[src/rtl/pred_exec_unit.sv]
module pred_exec_unit #(
  parameter int XLEN  = 16,
  parameter int NGPR  = 8,
  parameter int NPRED = 16,
  localparam int GW = $clog2(NGPR),
  localparam int PW = $clog2(NPRED)
) (
  input  logic            clk,
  input  logic            rst_n,
  input  logic            issue_valid,
  input  logic [2:0]      issue_op,
  input  logic [2:0]      issue_cond,
  input  logic [GW-1:0]   issue_dst,
  input  logic [GW-1:0]   issue_src1,
  input  logic [GW-1:0]   issue_src2,
  input  logic [PW-1:0]   issue_guard,
  input  logic [PW-1:0]   issue_pd1,
  input  logic [PW-1:0]   issue_pd2,
  input  logic            gpr_wr_en,
  input  logic [GW-1:0]   gpr_wr_addr,
  input  logic [XLEN-1:0] gpr_wr_data,
  input  logic [GW-1:0]   gpr_rd_addr,
  output logic [XLEN-1:0] gpr_rd_data,
  input  logic            pred_wr_en,
  input  logic [PW-1:0]   pred_wr_idx,
  input  logic            pred_wr_val,
  input  logic [PW-1:0]   pred_rd_idx,
  output logic            pred_rd_val,
  output logic            retire_valid,
  output logic            retire_squashed
);
  logic [NGPR-1:0][XLEN-1:0] gpr_q;
  logic [NPRED-1:0]          pred_q;
  logic [XLEN-1:0]           alu_res;
  logic                      cond_res;

  wire [XLEN-1:0] opa    = gpr_q[issue_src1];
  wire [XLEN-1:0] opb    = gpr_q[issue_src2];
  wire            guard  = pred_q[issue_guard];
  wire            is_cmp = issue_op[2:1] == 2'b11;
  wire            dual   = issue_op == 3'd7;
  wire            fire   = issue_valid && guard;

  assign gpr_rd_data = gpr_q[gpr_rd_addr];
  assign pred_rd_val = pred_q[pred_rd_idx];

  always_comb begin
    case (issue_cond)
      3'd0:    cond_res = opa == opb;
      3'd1:    cond_res = opa != opb;
      3'd2:    cond_res = $signed(opa) <  $signed(opb);
      3'd3:    cond_res = $signed(opa) <= $signed(opb);
      3'd4:    cond_res = $signed(opa) >  $signed(opb);
      3'd5:    cond_res = $signed(opa) >= $signed(opb);
      3'd6:    cond_res = opa <  opb;
      default: cond_res = opa >= opb;
    endcase
  end

  always_comb begin
    case (issue_op)
      3'd0:    alu_res = opa + opb;
      3'd1:    alu_res = opa - opb;
      3'd2:    alu_res = opa & opb;
      3'd3:    alu_res = opa | opb;
      3'd4:    alu_res = opa ^ opb;
      default: alu_res = opa;
    endcase
  end

  always_ff @(posedge clk or negedge rst_n) begin
    if (!rst_n) begin
      gpr_q  <= '0;
      pred_q <= {{(NPRED-1){1'b0}}, 1'b1};
    end else begin
      if (gpr_wr_en) gpr_q[gpr_wr_addr] <= gpr_wr_data;
      if (pred_wr_en && pred_wr_idx != '0) pred_q[pred_wr_idx] <= pred_wr_val;
      if (fire && !is_cmp) gpr_q[issue_dst] <= alu_res;
      if (fire && is_cmp) begin
        if (issue_pd1 != '0) pred_q[issue_pd1] <= cond_res;
        if (dual && issue_pd2 != '0) pred_q[issue_pd2] <= !cond_res;
      end
    end
  end

  always_ff @(posedge clk or negedge rst_n) begin
    if (!rst_n) begin
      retire_valid    <= 1'b0;
      retire_squashed <= 1'b0;
    end else begin
      retire_valid    <= issue_valid;
      retire_squashed <= issue_valid && !guard;
    end
  end

  assert_p0_true_R1: assert property (@(posedge clk) disable iff (!rst_n) pred_q[0]);

  assert_retire_follows_R8: assert property (@(posedge clk) disable iff (!rst_n)
    issue_valid |=> retire_valid);
  assert_no_spurious_retire_R8: assert property (@(posedge clk) disable iff (!rst_n)
    !issue_valid |=> !retire_valid && !retire_squashed);
  assert_squash_flag_R8: assert property (@(posedge clk) disable iff (!rst_n)
    issue_valid && !guard |=> retire_squashed);

  assert_off_keeps_gpr_R4: assert property (@(posedge clk) disable iff (!rst_n)
    issue_valid && !guard && !gpr_wr_en |=> $stable(gpr_q));
  assert_off_cmp_keeps_pred_R7: assert property (@(posedge clk) disable iff (!rst_n)
    issue_valid && !guard && is_cmp && !pred_wr_en |=> $stable(pred_q));

  assert_dual_opposite_R6: assert property (@(posedge clk) disable iff (!rst_n)
    fire && dual && issue_pd1 != issue_pd2 && issue_pd1 != '0 && issue_pd2 != '0
    |=> pred_q[$past(issue_pd1)] != pred_q[$past(issue_pd2)]);
endmodule

[config.mk]
export PLATFORM = sky130hd
export DESIGN_NAME = pred_exec_unit
export DESIGN_NICKNAME = d
export VERILOG_FILES = /design/src/rtl/pred_exec_unit.sv
export SDC_FILE = /design/constraint.sdc
export NUM_CORES = 1
export LEC_CHECK = 0
export ABC_AREA = 1
export BUFFER_PORTS_ARGS = -buffer_cell sky130_fd_sc_hd__buf_2
export CAP_MARGIN = 20
export CORE_MARGIN = 4
export CORE_UTILIZATION = 25
export DETAILED_ROUTE_END_ITERATION = 6
export PLACE_DENSITY_LB_ADDON = 0.12
export SLEW_MARGIN = 10
export SYNTH_ARGS = -nofsm -noshare
export SYNTH_HDL_FRONTEND = slang
export SYNTH_SLANG_ARGS = --single-unit
[constraint.sdc]
create_clock -name clk -period 5.4 [get_ports clk]
set_input_delay 0.27 -clock clk [delete_from_list [all_inputs] [get_ports clk]]
set_output_delay 0.27 -clock clk [all_outputs]
set_load 0.01 [all_outputs]
==> flow_metrics.env <==
export IMPL_ys_ff_latch=146
export IMPL_grt_busiest_layer="met2"
export IMPL_grt_overflow_total=0
export IMPL_fin_tns_setup_ns=0
export IMPL_drv_cap=0
export IMPL_maxSlewViolCount=0
export IMPL_io_pins=82
export IMPL_synth_nets=2324
export IMPL_ir_worst_vdd_v=0.000263
export IMPL_tritoncts="done"
export IMPL_slowest_delay_ns=0.58
export IMPL_worst_pin_slew_ns=1.19
export IMPL_cp_slowest_cell="buf_4"
export IMPL_synth_seq_area_share_pct=25.9
export IMPL_fin_crit_ns=4.06
export IMPL_crit_type="in -> reg"
export IMPL_synth_area_leaders="dfrtp_1 26%, o21ai_0 14%, nand2_1 12%, a21oi_1 11%, inv_1 7.3%"
export IMPL_cp_cell_sequence="buf_2 -> buf_4 -> o21ai_0 -> nand2_1 -> inv_1 -> o21ai_0 -> buf_4 -> inv_1 -> ha_1 -> nor2_1 -> nand2_1 -> nor3b_4 -> nand2_2 -> a21oi_1 -> o21ai_1 -> and3_1 -> nand2_1 -> nor2_4 -> nand2_2 -> nand2_2 -> o21bai_1 -> nand2_1 -> nand2_1"
export IMPL_synth_cells=2211
export IMPL_post_route_period_util_pct=75.3
export IMPL_path_max_fanout=64
export IMPL_placedCellCount=2965
export IMPL_power_mw=5.67
export IMPL_yosys_warnings=0
export IMPL_grt_max_degree=65
export IMPL_wirelength_um=63900
export IMPL_worst_slew_margin_rel_pct=20.4
export IMPL_grt_util_met1_pct=29.5
export IMPL_clock_latency_ns=0.48
export IMPL_portBuffers=81
export IMPL_met2_usage_pct=31.8
export IMPL_grt_pass1_vias=14200
export IMPL_antenna_found_initial=3
export IMPL_vias_per_cell=5.06
export IMPL_cp_data_arrival_time_ns=4.48
export IMPL_synth_distinct_cells=52
export IMPL_crit_buf_inv=5
export IMPL_drive_above_1_share_pct=10.7
export IMPL_die_area_mm2=0.0603
export IMPL_drt_initial_drc_count=1413
export IMPL_hold_violations=0
export IMPL_fillers=6265
export IMPL_syn_area_mm2=0.0141
export IMPL_max_freq_mhz=246
export IMPL_post_cts_buffers=0
export IMPL_die_h_um=246
export IMPL_grt_first_pass_wirelength_um=94700
export IMPL_cpLargestDelayFamily="simple AND/OR/NAND/NOR gates"
export IMPL_layoutNonFillerInstCount=3000
export IMPL_fp_coreArea_mm2=0.0555
export IMPL_leakagePower_nw=7.95
export IMPL_cts_htree_levels=4
export IMPL_crit_top_cell="nand2_1"
export IMPL_drc_errors=0
export IMPL_outcome="finished clean"
export IMPL_grt_util_met3_pct=4.18
export IMPL_start_kind="primary input"
export IMPL_area_growth_pct=13.0
export IMPL_cts_buffers=17
export IMPL_async_flop_share_pct=100
export IMPL_num_vias=15200
export IMPL_track_usage_pct=21.0
export IMPL_dpl_instance_area_mm2=0.0153
export IMPL_clk_pin_slew_ns=0.07
export IMPL_finClkSkew_ns=0.0193
export IMPL_cts_root_buffer_cell="clkbuf_16"
export IMPL_cts_sinks=146
export IMPL_clockBufferDepth=2
export IMPL_ant_nets=0
export IMPL_yosysTopAreaCell="dfrtp_1"
export IMPL_p_per_area_mw_per_mm2=355
export IMPL_rows=86
export IMPL_drt_first_pass_iters=7
export IMPL_rsz0062_at_grt="no"
export IMPL_synth_edf_count=0
export IMPL_initial_utilization_pct=25.4
export IMPL_place_gp_congestion=0.826
export IMPL_avgSynthCellArea_um2=6.38
export IMPL_finalInstanceArea_mm2=0.0159
export IMPL_die_w_um=246
export IMPL_hold_path_class="in -> reg"
export IMPL_nets=2351
export IMPL_cp_end_kind="flop"
export IMPL_synth_top_area_share_pct=25.7
export IMPL_setup_viol=0
export IMPL_wl_per_cell_um=21.3
export IMPL_ys_flop_type="dfrtp_1"
export IMPL_dpl_hpwl_um=43600
export IMPL_critical_path_required_ns=5.82
==> synthesized netlist by cell type (all sizes together) (4+ instances only) <==
library cell	n
clkbuf	85
a21oi	311
o22ai	8
nand3	50
a221oi	5
o2111ai	6
o211ai	8
inv	286
ha	48
a31oi	17
or2	6
nor3	8
dfrtp	145
clkinv	4
nand4	15
nor2	144
mux2i	84
buf	40
nand2	477
o21ai	419
o21bai	15
==> power by group <==
group / switching (mW) / internal (mW) / total (mW) / leakage (nW)
clock: 0.555 / 0.766 / 1.32 / 0.304
sequential: 0.237 / 1.42 / 1.66 / 1.68
combinational: 1.80 / 0.884 / 2.68 / 5.97
==> cell families after synthesis <==
kind of cell	after synthesis	synth area share [%]
AOI/OAI and AO/OA	803	30.1
and+or+nand+nor	711	21.5
buffers and inverters	415	11.8
DFF	146	25.9
muxes	84	5.96
adders and majority gates	50	4.54
xor gates and xnor gates	2	0.124
==> area by class of cell <==
class                      instances  area (µm²)  share of cell area (%)
clock inverter                    11         151                   0.949
antenna                            1        2.50                  0.0157
sequential                       146        3650                    22.9
timing repair buffer             133         845                    5.30
clock buffer                      21         470                    2.95
inverter                         290        1090                    6.83
multi-input combinational       1650        8800                    55.2
tap                              748         936                    5.87
==> worst reg2reg max path: stages, from the launching register on <==
cell,delay (ns)
dfrtp_1,0.36
inv_1,0.13
a21oi_1,0.08
o21ai_0,0.10
nand2_1,0.08
nand2_1,0.08
o21ai_0,0.19
ha_1,0.35
fa_1,0.50
nand3_1,0.10
nand3_1,0.08
inv_1,0.10
nor2_1,0.05
nor2_1,0.17
o21ai_0,0.18
a21oi_1,0.35
o211ai_1,0.14
nand3_1,0.10
nand3_1,0.08
nand2_1,0.34
inv_1,0.12
nand2_1,0.07
o21ai_0,0.07
==> what timing repair did <==
item / CTS / global route
endpoints found under the hold margin: 52 / 0
gates resized for setup: 0 / 0
hold buffers: 2 / 0
==> path summary, 6_finish.rpt <==
| check | from | endpoint | slack (ns) | depth (start not counted) |
|---|---|---|---|---|
| setup / recovery | issue_src2[0] | pred_q[8] | 1.34 | 23 |
| hold / removal | issue_guard[3] | retire_squashed | 0.17 | 3 |
| setup reg to reg | gpr_q[16] | gpr_q[124] | 1.43 | 22 |
| hold reg to reg | pred_q[0] | pred_q[0] | 0.38 | 0 |
| max in group asynchronous | rst_n | gpr_q[41] | 3.85 | 3 |
| min in group asynchronous | rst_n | gpr_q[30] | 0.36 | 2 |
==> through the flow <==
| stage | utilization (%) | hold WS, ns | worst slack, ns |
|---|---|---|---|
| 6_report | 28.7 | 0.174 | 1.34 |
| 5_1_grt | 28.7 | 0.170 | 0.823 |
| 4_1_cts | 28.7 | 0.140 | 1.37 |
| 3_5_place_dp | 27.6 | 0.317 | 0.856 |
| 3_3_place_gp | 27.6 | 0.321 | 0.906 |
| 2_1_floorplan | - | -0.0256 | 1.96 |
==> layer usage <==
metal	part of all wire, %	up-vias
met1	47	7128
li1	-	7414
met2	43	512
met3	6.1	107
met4	3.4	4
met5	0.042	-
==> flip-flops by register name, summed over array words and instances (netlist names) <==
signal and flops:
retire_squashed 1, gpr_q 128, retire_valid 1, pred_q 16
==> cells in the final DEF (no fill, tap or decap), drive strengths merged, types with 3 or more instances in the layout <==
master   count
nor3         8
nand2      477
o22ai        8
a31oi       17
nor2       144
nand3b       3
inv        288
a21oi      311
a221oi       5
nand3       50
mux2i       84
ha          48
buf        131
nand4       15
o21bai      15
and3         3
o21ai      419
bufinv       3
clkinv       9
clkbuf      21
nor4         3
o211ai       8
dfrtp      145
o2111ai      6
or2          6
o211a        3
Note: power is estimated with default switching activity, not from simulation.
